`config.mk`:
```
export PLATFORM = sky130hd
export DESIGN_NAME = strobe_write_bridge
export DESIGN_NICKNAME = d
export VERILOG_FILES = /design/src/rtl/sbw_pkg.sv /design/src/rtl/sbw_sync.sv /design/src/rtl/sbw_front.sv /design/src/rtl/sbw_regs.sv /design/src/rtl/strobe_write_bridge.sv
export SDC_FILE = /design/constraint.sdc
export NUM_CORES = 1
export LEC_CHECK = 0
export ABC_AREA = 1
export BUFFER_PORTS_ARGS = -buffer_cell sky130_fd_sc_hd__buf_2
export CAP_MARGIN = 10
export CORE_MARGIN = 2
export CORE_UTILIZATION = 45
export DETAILED_ROUTE_END_ITERATION = 12
export PLACE_DENSITY = 0.7
export SLEW_MARGIN = 40
export SYNTH_ARGS = -nofsm -noshare
export SYNTH_HDL_FRONTEND = slang
export SYNTH_SLANG_ARGS = --single-unit
```
`constraint.sdc`:
```
create_clock -name clk_i -period 1.2 [get_ports clk_i]
set_clock_uncertainty 0.1 [all_clocks]
set_input_delay 0.3 -clock clk_i [delete_from_list [all_inputs] [get_ports clk_i]]
set_output_delay 0.3 -clock clk_i [all_outputs]
set_load 0.05 [all_outputs]
```
`src/rtl/sbw_pkg.sv`:
```
package sbw_pkg;
  localparam int unsigned ST_PEND_BIT = 0;
  localparam int unsigned ST_OVR_BIT  = 1;

  typedef struct packed {
    logic as_n;
    logic ds_n;
    logic cs_n;
    logic rw;
  } bus_ctl_t;
endpackage

```
`src/rtl/sbw_sync.sv`:
```
module sbw_sync #(
  parameter int unsigned W      = 8,
  parameter int unsigned STAGES = 2,
  parameter logic [W-1:0] RST_VAL = '0
) (
  input  logic         clk_i,
  input  logic         rst_ni,
  input  logic [W-1:0] d_i,
  output logic [W-1:0] q_o
);
  logic [W-1:0] stg_q [STAGES];

  for (genvar g = 0; g < STAGES; g++) begin : g_stg
    if (g == 0) begin : g_first
      always_ff @(posedge clk_i or negedge rst_ni)
        if (!rst_ni) stg_q[0] <= RST_VAL;
        else         stg_q[0] <= d_i;
    end else begin : g_next
      always_ff @(posedge clk_i or negedge rst_ni)
        if (!rst_ni) stg_q[g] <= RST_VAL;
        else         stg_q[g] <= stg_q[g-1];
    end
  end

  assign q_o = stg_q[STAGES-1];
endmodule

```
`src/rtl/sbw_front.sv`:
```
module sbw_front #(
  parameter int unsigned AW = 8,
  parameter int unsigned DW = 16,
  parameter logic [AW-1:0] BASE_ADDR = '0
) (
  input  logic          clk_i,
  input  logic          rst_ni,
  input  sbw_pkg::bus_ctl_t ctl_i,
  input  logic [AW-1:0] addr_i,
  input  logic [DW-1:0] data_i,
  output logic          wr_pulse_o,
  output logic [DW-1:0] wr_data_o,
  output logic          rd_en_o,
  output logic          rd_sel_o
);
  logic          active, match;
  logic          act_q, lat_rw_q;
  logic [AW-1:0] lat_addr_q;
  logic [DW-1:0] lat_data_q;

  // cycle window: chip select and both strobes low
  assign active = ~ctl_i.as_n & ~ctl_i.ds_n & ~ctl_i.cs_n;
  assign match  = (addr_i[AW-1:1] == BASE_ADDR[AW-1:1]);

  always_ff @(posedge clk_i or negedge rst_ni) begin
    if (!rst_ni) begin
      act_q      <= 1'b0;
      lat_rw_q   <= 1'b1;
      lat_addr_q <= '0;
      lat_data_q <= '0;
      rd_en_o    <= 1'b0;
      rd_sel_o   <= 1'b0;
    end else begin
      act_q    <= active;
      rd_en_o  <= active & ctl_i.rw & match;
      rd_sel_o <= addr_i[0];
      // keep the last in-window view; used at the trailing edge
      if (active) begin
        lat_rw_q   <= ctl_i.rw;
        lat_addr_q <= addr_i;
        lat_data_q <= data_i;
      end
    end
  end

  assign wr_pulse_o = act_q & ~active & ~lat_rw_q & ~lat_addr_q[0] &
                      (lat_addr_q[AW-1:1] == BASE_ADDR[AW-1:1]);
  assign wr_data_o  = lat_data_q;
endmodule

```
`src/rtl/sbw_regs.sv`:
```
module sbw_regs #(
  parameter int unsigned DW = 16
) (
  input  logic          clk_i,
  input  logic          rst_ni,
  input  logic          wr_i,
  input  logic [DW-1:0] wr_data_i,
  input  logic          ack_i,
  output logic [DW-1:0] hold_o,
  output logic [DW-1:0] status_o,
  output logic          pend_o,
  output logic          ovr_o
);
  always_ff @(posedge clk_i or negedge rst_ni) begin
    if (!rst_ni) begin
      hold_o <= '0;
      pend_o <= 1'b0;
      ovr_o  <= 1'b0;
    end else begin
      if (wr_i) hold_o <= wr_data_i;
      pend_o <= (pend_o & ~ack_i) | wr_i;
      ovr_o  <= (ovr_o & ~ack_i) | (wr_i & pend_o & ~ack_i);
    end
  end

  always_comb begin
    status_o = '0;
    status_o[sbw_pkg::ST_PEND_BIT] = pend_o;
    status_o[sbw_pkg::ST_OVR_BIT]  = ovr_o;
  end
endmodule

```
`src/rtl/strobe_write_bridge.sv`:
```
module strobe_write_bridge #(
  parameter int unsigned AW = 8,
  parameter int unsigned DW = 16,
  parameter int unsigned SYNC_STAGES = 2,
  parameter logic [AW-1:0] BASE_ADDR = 8'h40
) (
  input  logic          clk_i,
  input  logic          rst_ni,
  input  logic [AW-1:0] bus_addr_i,
  input  logic          bus_cs_ni,
  input  logic          bus_as_ni,
  input  logic          bus_ds_ni,
  input  logic          bus_rw_i,
  input  logic [DW-1:0] bus_data_i,
  output logic [DW-1:0] bus_data_o,
  output logic          bus_data_oe_o,
  input  logic          ack_i,
  output logic          irq_o,
  output logic          overrun_o,
  output logic [DW-1:0] hold_data_o
);
  localparam int unsigned CW = $bits(sbw_pkg::bus_ctl_t);
  localparam int unsigned SW = CW + AW + DW;
  localparam logic [SW-1:0] SYNC_RST = {4'b1110, {(AW+DW){1'b0}}};

  sbw_pkg::bus_ctl_t ctl_raw, ctl_s;
  logic [AW-1:0] addr_s;
  logic [DW-1:0] data_s, wr_data, status;
  logic          wr_pulse, rd_en, rd_sel;

  assign ctl_raw = '{as_n: bus_as_ni, ds_n: bus_ds_ni, cs_n: bus_cs_ni, rw: bus_rw_i};

  sbw_sync #(.W(SW), .STAGES(SYNC_STAGES), .RST_VAL(SYNC_RST)) u_sync (
    .clk_i (clk_i),
    .rst_ni(rst_ni),
    .d_i   ({ctl_raw, bus_addr_i, bus_data_i}),
    .q_o   ({ctl_s, addr_s, data_s})
  );

  sbw_front #(.AW(AW), .DW(DW), .BASE_ADDR(BASE_ADDR)) u_front (
    .clk_i     (clk_i),
    .rst_ni    (rst_ni),
    .ctl_i     (ctl_s),
    .addr_i    (addr_s),
    .data_i    (data_s),
    .wr_pulse_o(wr_pulse),
    .wr_data_o (wr_data),
    .rd_en_o   (rd_en),
    .rd_sel_o  (rd_sel)
  );

  sbw_regs #(.DW(DW)) u_regs (
    .clk_i    (clk_i),
    .rst_ni   (rst_ni),
    .wr_i     (wr_pulse),
    .wr_data_i(wr_data),
    .ack_i    (ack_i),
    .hold_o   (hold_data_o),
    .status_o (status),
    .pend_o   (irq_o),
    .ovr_o    (overrun_o)
  );

  assign bus_data_oe_o = rd_en;
  assign bus_data_o    = rd_en ? (rd_sel ? status : hold_data_o) : '0;
endmodule

```
After elaboration in Yosys (flattened, before gate mapping)

Cells that the tools add are included.

Bits in registers: 102
Bits of input ports: 31
Output and inout bits: 35
Word-level logic and storage cells: 36

Equal/unequal tests: 2
Muxes and demuxes: 2
Bitwise logic cells: 21

Operators by type and width:

| cell                 | number |
|---|---|
| $mux W16             | 2 |
| $eq A7 B6 Y1 const B | 2 |
| $and A1 B1 Y1        | 12 |
| $not A1 Y1           | 7 |
| $or A1 B1 Y1         | 2 |

Depth between registers and ports, before layout

Gate-level depths: netlist of run 1.

Depth in word-level cells: 11
Gate-level depth with buffers: 8

Modules after synthesis

Synthesis of run 1 repeated with hierarchy kept, for this count alone.

Cells, all modules: 394
Area total of the unflattened synthesis: 3,956.3 µm²

Modules (own cells, without submodules):

| module              | instances | cells an instance | area an instance (µm²) | seq. area each (µm²) |
|---|---|---|---|---|
| sbw_sync            | 1         | 84                | 1,619.1                | 1,408.9 |
| sbw_front           | 1         | 132               | 1,146.1                | 701.9 |
| sbw_regs            | 1         | 93                | 837.1                  | 450.4 |
| strobe_write_bridge | 1         | 85                | 354.1                  | 0.0 |

Worst setup path before layout of run 1

No wires, ideal clock.

Path kind: register to output
Start: register u_front.rd_en_o
End: output port bus_data_o[10]
Arrival time: 1,667 ps
Required time: 800 ps
Slack: -867 ps
Stages on the path, launching flop included: 4
Path buffers: 1
Cell sequence: dfrtp_1 nand2_1 buf_2 nor2_1

Cells in the longest elaborated chain, start to end: 1

RTL lines:

| element                | line                      | text |
|---|---|---|
| from (decl)            | sbw_front.sv:13           | `output logic rd_en_o,` |
| from (signal assigned) | sbw_front.sv:35           | `rd_en_o <= active & ctl_i.rw & match;` |
| $mux W16               | strobe_write_bridge.sv:65 | `assign bus_data_o = rd_en ? (rd_sel ? status : hold_data_o) : '0;` |
| to (decl)              | strobe_write_bridge.sv:15 | `output logic [DW-1:0] bus_data_o,` |

Every way passes these cells.

Worst setup path after layout of run 1

Start: register u_front.rd_sel_o
End: output port bus_data_o[5]

Cells in the longest elaborated chain, start to end: 2

RTL lines:

| element                | line                      | text |
|---|---|---|
| from (decl)            | sbw_front.sv:14           | `output logic rd_sel_o` |
| from (signal assigned) | sbw_front.sv:36           | `rd_sel_o <= addr_i[0];` |
| $mux W16 (2 in series) | strobe_write_bridge.sv:65 |  |

Every way passes these cells.

==> metrics.txt, run 1 <==
clock sinks around 100; critical path depth in cells 5; Antenna Cells 0; final core occ 0.815; # H-tree levels 3; Row Count 31; Starting DRT DRC Count approximately 270; switching pwr between 1.5 and 2 mW; worst skew pair latency 0.36 ns; initial antenna violation count 0; worst path required time 0.80 ns; r2r startpoint u_front.lat_addr_q[4]; Critical Path Max Stage Delay roughly 0.44 ns; max-cap violation count 0; Sw Share 0.273; WL final between 10000 and 15000 um; synth-to-layout area growth 74.0%; worst setup path class reg -> out; CTS Buf Count 9; combinational share of power 0.160; Hold Startpoint ack_i; Die W 91.1 um; clock share of power 0.294; Worst setup SP type register; syn nets between 300 and 400; drt drc 0; Root Driver clkbuf_8; total gr overflow 0; CTS tree done; die area 0.00831 sq mm; cell repeated most along the worst path buf_8; P_int approximately 5.3 mW; core area approximately 0.0073 sq mm; global-route wire length before repair 12900 um; #FFs+latches synth 102; Cell variety after synth 18; vias post-DR between 2000 and 3000; final setup margin -0.630 ns; WL per Instance 19.4 um; Fin Setup TNS -22.85 ns; sequential share of the synthesized area 0.750; Mapped Area around 0.0034 sq mm; RSZ-0062 raised after global routing true; Leakage ~2.8 nW; number of global-route vias before repair approximately 2600; final setup violation count 80; Worst path slowest cell dfrtp_1; worst hold path class in -> reg; Vias/cell around 5; gr usage total 0.202; Max Freq 0.546 GHz; Final nets approximately 480; CP top delay family flip-flops; final hold vios 0; IO Count 66; die height slightly above 90 um; post-route ant nets 0; Max VDD drop around 1.1 mV; status finished with violations; drt first pass iters 4; R2R Path End u_regs.hold_o[8]; Crit. End Element output port; Clock transition at path regs 0.10 ns; Final HPWL DP ~3900 um; Final Max Slew Viols 0; Slew headroom 0.791; sequential share of power 0.545; Avg Cell Area, Syn about 12 sq um; largest net degree at the start of global routing roughly 60; minimum clock period about 1.8 ns; gp weighted congestion roughly 0.77; share of cells above drive strength 1 0.594; period utilization 1.53; hold depth 2; Ys Warns 0; violated checks setup timing; critical path data arrival time between 1 and 1.5 ns; pwr dens 1220 mW/mm^2; Max Fanout on Critical Path 4; initial core utilization 0.469; clk buf depth 2; CP bufs+invs 3; worst path cell trace inv_2, nand2_4, buf_8, nor2_4, buf_8; Worst Hold Endpoint u_regs.pend_o; internal reg-to-reg setup slack -0.35 ns; total power 7.28 mW; Reg2Reg Depth 7; Worst-Margin Slew between 0.3 and 0.4 ns; Mapped Cells 294; Port Buffers 65
## cells in the final DEF (no fill, tap or decap)
master         instances
clkinv_8               1
o21ai_1                4
buf_6                 34
buf_4                 27
dlygate4sd3_1         29
inv_1                 22
a21oi_4                1
buf_2                 29
nand3_4                2
buf_16                 3
nor2_8                 3
nand2_4               25
dfstp_2                7
dfrtp_2                9
o21a_1                 1
o21ai_2                4
nand2_1               36
clkbuf_1               2
nor3_4                 1
nor2_4                16
bufinv_16              1
nor2_2                 4
clkbuf_16              2
buf_8                 19
clkinvlp_4             1
nand3_1                4
nand2_8                3
nand3_2               13
dfrtp_1               86
nand2_2               41
nor2_1                 2
inv_2                  3
clkbuf_8              10
clkinv_2               2
buf_12                11
## per-layer routing
metal | wire length (um) | track usage | vias up
met5 | 0 | 0 | -
met4 | 444 | 0.104 | 0
met3 | 469 | 0.0448 | 38
met2 | 6010 | 0.352 | 129
met1 | 3890 | 0.234 | 1361
li1 | - | - | 1215
## flip-flops by register name, summed over array words and instances, names as in the netlist
register,flops
u_sync.q_o,28
u_sync.stg_q,28
u_front.lat_addr_q,8
u_front.rd_sel_o,1
u_front.rd_en_o,1
u_front.act_q,1
u_regs.pend_o,1
u_front.lat_rw_q,1
u_regs.hold_o,16
u_front.wr_data_o,16
u_regs.ovr_o,1
## cell type report
| cell class | count | area [sq um] |
|---|---|---|
| clock buffer | 12 | 145 |
| clock inverter | 4 | 47.5 |
| fill | 296 | 1350 |
| inverter | 26 | 110 |
| multi-input combinational | 160 | 1290 |
| sequential | 102 | 2570 |
| tap | 99 | 124 |
| timing repair buffer | 154 | 1660 |
## power by group through the flow
stage	registers, mW	clock network [mW]	logic [mW]
after floorplan	3.98	0	0.250
after global placement	3.89	0	0.599
after detailed placement	3.90	0	0.619
after CTS	3.86	2.13	0.881
after global routing	3.98	2.30	1.25
final	3.97	2.14	1.17
## worst reg2reg max path, stage by stage, from the launching register on
cell and delay, ns:
dfrtp_1 0.44, nor2_2 0.15, nand2_2 0.12, nor2_8 0.17, buf_4 0.20, nand2_8 0.08
nand2_2 0.09, nand2_1 0.10
## kinds of logic after synthesis
kind of cell / count (synthesis) / share of synthesized area
buffers and inverters: 34 / 0.0458
and+or+nand+nor: 148 / 0.189
AOI/OAI and AO/OA: 10 / 0.0154
DFF: 102 / 0.750
## synth_stat cells (all sizes together)
cell type / number / area [sq um]
nand2: 103 / 399
a21oi: 1 / 5.00
nand3: 19 / 95.1
buf: 8 / 58.8
o21a: 1 / 7.51
dfrtp: 95 / 2380
nor3: 1 / 5.00
dfstp: 7 / 184
o21ai: 8 / 40.0
inv: 26 / 97.6
nor2: 25 / 148
## worst max path at each step
stage	from	to	slack, ns
5_1_grt	u_front.rd_sel_o	bus_data_o[5]	-0.65
6_report	u_front.rd_sel_o	bus_data_o[5]	-0.63
4_1_cts	u_front.rd_sel_o	bus_data_o[0]	-0.55
3_3_place_gp	u_front.rd_sel_o	bus_data_o[10]	-0.23
3_5_place_dp	u_front.rd_sel_o	bus_data_o[0]	-0.29
2_1_floorplan	u_front.rd_en_o	bus_data_o[10]	-0.37
## timing repair
action	in CTS	in global routing
gates resized for setup	131	113
buffers inserted	11	18
pin swaps	1	28
cloned	6	4
endpoints found under the hold margin	123	0
endpoints found under the setup margin	73	79
hold buffers	29	0
## stage by stage
step / std cells / hold slack [ns] / area, sq um / worst slack, ns
finish: 557 / 0.0440 / 5940 / -0.630
global route: 557 / 0.0466 / 5940 / -0.647
CTS: 537 / 0.0137 / 5360 / -0.546
detailed placement: 475 / 0.201 / 4230 / -0.287
global placement: 475 / 0.195 / 4230 / -0.227
floorplan: 294 / -0.0956 / 3590 / -0.373
(Power assumes the default switching activity.)
==> inputs of run 2 (changes only) <==
--- a/config.mk
+++ b/config.mk
@@ -5,13 +5,13 @@
 export SDC_FILE = /design/constraint.sdc
 export NUM_CORES = 1
 export LEC_CHECK = 0
-export ABC_AREA = 1
 export BUFFER_PORTS_ARGS = -buffer_cell sky130_fd_sc_hd__buf_2
 export CAP_MARGIN = 10
 export CORE_MARGIN = 2
 export CORE_UTILIZATION = 45
 export DETAILED_ROUTE_END_ITERATION = 12
 export PLACE_DENSITY = 0.7
+export RECOVER_POWER = 100
 export SLEW_MARGIN = 40
 export SYNTH_ARGS = -nofsm -noshare
 export SYNTH_HDL_FRONTEND = slang
==> run 2 against run 1 <==
Synthesized cell count shrank 39%. Fmax grew 1.7%. Critical path depth shrank 1. Cell area shrank 15%. Sequential share of layout area grew 7.3 points. Highest routed layer unchanged. Critical path type unchanged. Total power shrank 2.9%. First-iteration DRC count shrank 79%. Wire length shrank 42%. Register-to-register slack lost 0.05 ns. Sequential power shrank 2%. The flow still finishes with violations (setup timing).
==> metrics.txt, run 2 <==
status finished with violations; violated checks setup timing; CTS tree done; Clock transition at path regs 0.10 ns (about the same); Hold Startpoint ack_i; number of enable flip-flop cells after synthesis 0 (unchanged); Mapped Cells 178 (-39%); hold slack 0.0293 ns (-0.0147 ns); Avg Cell Area, Syn 18.8 sq um (+61%); minimum clock period 1.80 ns (-0.0301 ns); # H-tree levels 3 (unchanged); final hold vios 0 (unchanged); worst setup path class reg -> out; xor/xnor cell area share of the yosys netlist 0 (unchanged); Worst setup SP type register; Fin Setup TNS -25.87 ns (-3.02 ns); clock sinks 102 (unchanged); Final HPWL DP 3330 um (-14%); Post-synth top cells dfrtp_1 (95), mux2_2 (31), and2_1 (14), mux2_4 (8), dfstp_2 (7); Worst-Margin Slew 0.584 ns (+0.270 ns); mux cell area share after synthesis 0.153 (+0.153); total gr overflow 0 (unchanged); drt drc 0 (unchanged); critical path data arrival time 1.40 ns (-0.03 ns); adder-cell area share of the yosys netlist 0 (unchanged); Ys Warns 0 (unchanged); initial core utilization 0.463 (-0.00589); WL per Instance 15.4 um (-21%); sequential share of the synthesized area 0.767 (+0.0177); Starting DRT DRC Count 55 (-79%); Slew headroom 0.611 (-0.180); synth-to-layout area growth 51.9%; final setup violation count 80 (unchanged); pwr dens 1390 mW/mm^2 (+14%); Max Fanout on Critical Path 2 (-2); pre-CTS WS -0.407 ns (-0.120 ns); Setup crit start u_front.rd_sel_o; ys async rst share 1.00 (unchanged); die height 90.1 um (-1.1%); CTS Buf Count 9 (unchanged); Final Max Slew Viols 0 (unchanged); vias post-DR 1841 (-33%); #FFs+latches synth 102 (unchanged); Reg area 0.00257 sq mm (-0.19%); share of cells above drive strength 1 0.587 (-0.00679); RSZ-0062 raised after global routing true; Leakage 2.42 nW (-13%); worst path required time 0.80 ns (about the same); Cell variety after synth 22 (+4); Root Driver clkbuf_8; gp weighted congestion 0.728 (-5.0%); main combinational cell family by area after synthesis multiplexers; most used flip-flop cell after synthesis dfrtp_1; internal reg-to-reg setup slack -0.40 ns (-0.05 ns); post-synth top area share 0.712 (+0.0164); Placed Cells 350 (-26%); fin cells 409 (-27%); Mapped Area 0.00334 sq mm (-2.3%); post-synthesis simple-gate area fraction 0.0690 (-0.120); die area 0.00812 sq mm (-2.2%); post-route ant nets 0 (unchanged); IO Count 66 (unchanged); r2r startpoint u_front.lat_addr_q[4]; Die W 90.1 um (-1.1%); Crit. End Element output port; worst hold path class in -> reg; number of global-route vias before repair 2012 (-23%); Antenna Cells 0 (unchanged); Port Buffers 65 (unchanged); Final nets 336 (-31%); R2R Path End u_regs.hold_o[6]; Reg2Reg Depth 4 (-3); Setup crit end bus_data_o[0]; fill count 452 (+53%); Multi-input gate area 930 sq um (-28%); largest net degree at the start of global routing 68 (+11%); max-cap violation count 0 (unchanged); initial antenna violation count 0 (unchanged); core area 0.00721 sq mm (-1.1%); syn nets 209 (-36%); worst skew pair latency 0.37 ns (about the same); cell with the most instances after synthesis dfrtp_1; global-route wire length before repair 9900 um (-23%); Row Count 31 (unchanged); final setup margin -0.600 ns (+0.0301 ns); Vias/cell 4.50 (-8.6%); period utilization 1.50 (-0.0251); Synth Area in Compound Gates 0.00187 (-0.0135); Synth area leader dfrtp_1; clk buf depth 2 (unchanged); most common cell after layout, fill and taps aside dfrtp_1; Area contributors post-synth dfrtp_1 (71%), mux2_2 (10%), dfstp_2 (5.5%); Max VDD drop 1.07 mV (+0.82%); Max Freq 0.555 GHz (+1.7%); drt first pass iters 2 (-2); commonest non-fill, non-tap cells in the layout dfrtp_1 (90), mux2_4 (35), dlygate4sd3_1 (29); WL final 6310 um (-42%); gr usage total 0.162 (-0.0403)
## run 2: cell families (layout without fill, tap and decap cells)
| kind of cell | after synthesis | after routing |
|---|---|---|
| buf+inv | 5 | 137 |
| compound gates | 1 | 1 |
| mux | 43 | 43 |
| simple gates | 27 | 27 |
| flops | 102 | 102 |
## run 2: routing by layer
metal / track usage / part of all wire / routed length (um) / vias to the layer above
met5: 0 / 0 / 0 / -
met4: 0.0808 / 0.026 / 165 / 0
met3: 0.0503 / 0.041 / 256 / 15
met2: 0.263 / 0.50 / 3190 / 54
met1: 0.196 / 0.43 / 2700 / 922
li1: - / - / - / 850
## run 2: cell type report
| cell class | instances | share of cell area |
|---|---|---|
| multi-input combinational | 71 | 0.183 |
| inverter | 1 | 0.000740 |
| clock buffer | 11 | 0.0298 |
| tap | 99 | 0.0244 |
| timing repair buffer | 120 | 0.240 |
| clock inverter | 5 | 0.0160 |
| sequential | 102 | 0.506 |
## run 2: how the worst min path moves through the flow
stage                                   to  cells past startpoint  slack (ns)
after floorplan              u_front.act_q                      0        -0.1
after detailed placement  u_sync.stg_q[50]                      2        0.18
after CTS                     u_regs.ovr_o                      2        0.02
final                         u_regs.ovr_o                      2        0.03
after global placement    u_sync.stg_q[50]                      2        0.18
after global routing          u_regs.ovr_o                      2       0.006
## run 2: stage by stage
stage	area [sq um]	utilization	power, mW
floorplan	3420	-	4.20
global placement	3980	0.551	4.39
detailed placement	3980	0.551	4.43
CTS	5020	0.696	7.07
global route	5070	0.703	7.36
finish	5070	0.703	7.07
## run 2: where the power goes
part | leakage, nW | total (mW) | internal, mW | switching, mW
Sequential | 1.22 | 3.90 | 3.73 | 0.174
Combinational | 1.08 | 0.730 | 0.455 | 0.274
Clock | 0.116 | 2.44 | 1.29 | 1.15
Total | 2.42 | 7.07 | 5.47 | 1.60
## run 2: repair_timing
action	CTS	global route
resized for setup	125	12
pin swaps	1	2
hold buffers	29	0
buffers inserted	8	8
endpoints found under the hold margin	123	0
gates cloned	2	1
endpoints found under the setup margin	79	79
## run 2: worst max-delay path: stages (launching register included)
cell	delay, ns
dfrtp_1	0.42
buf_6	0.15
mux2i_4	0.18
nor2b_4	0.12
buf_6	0.16
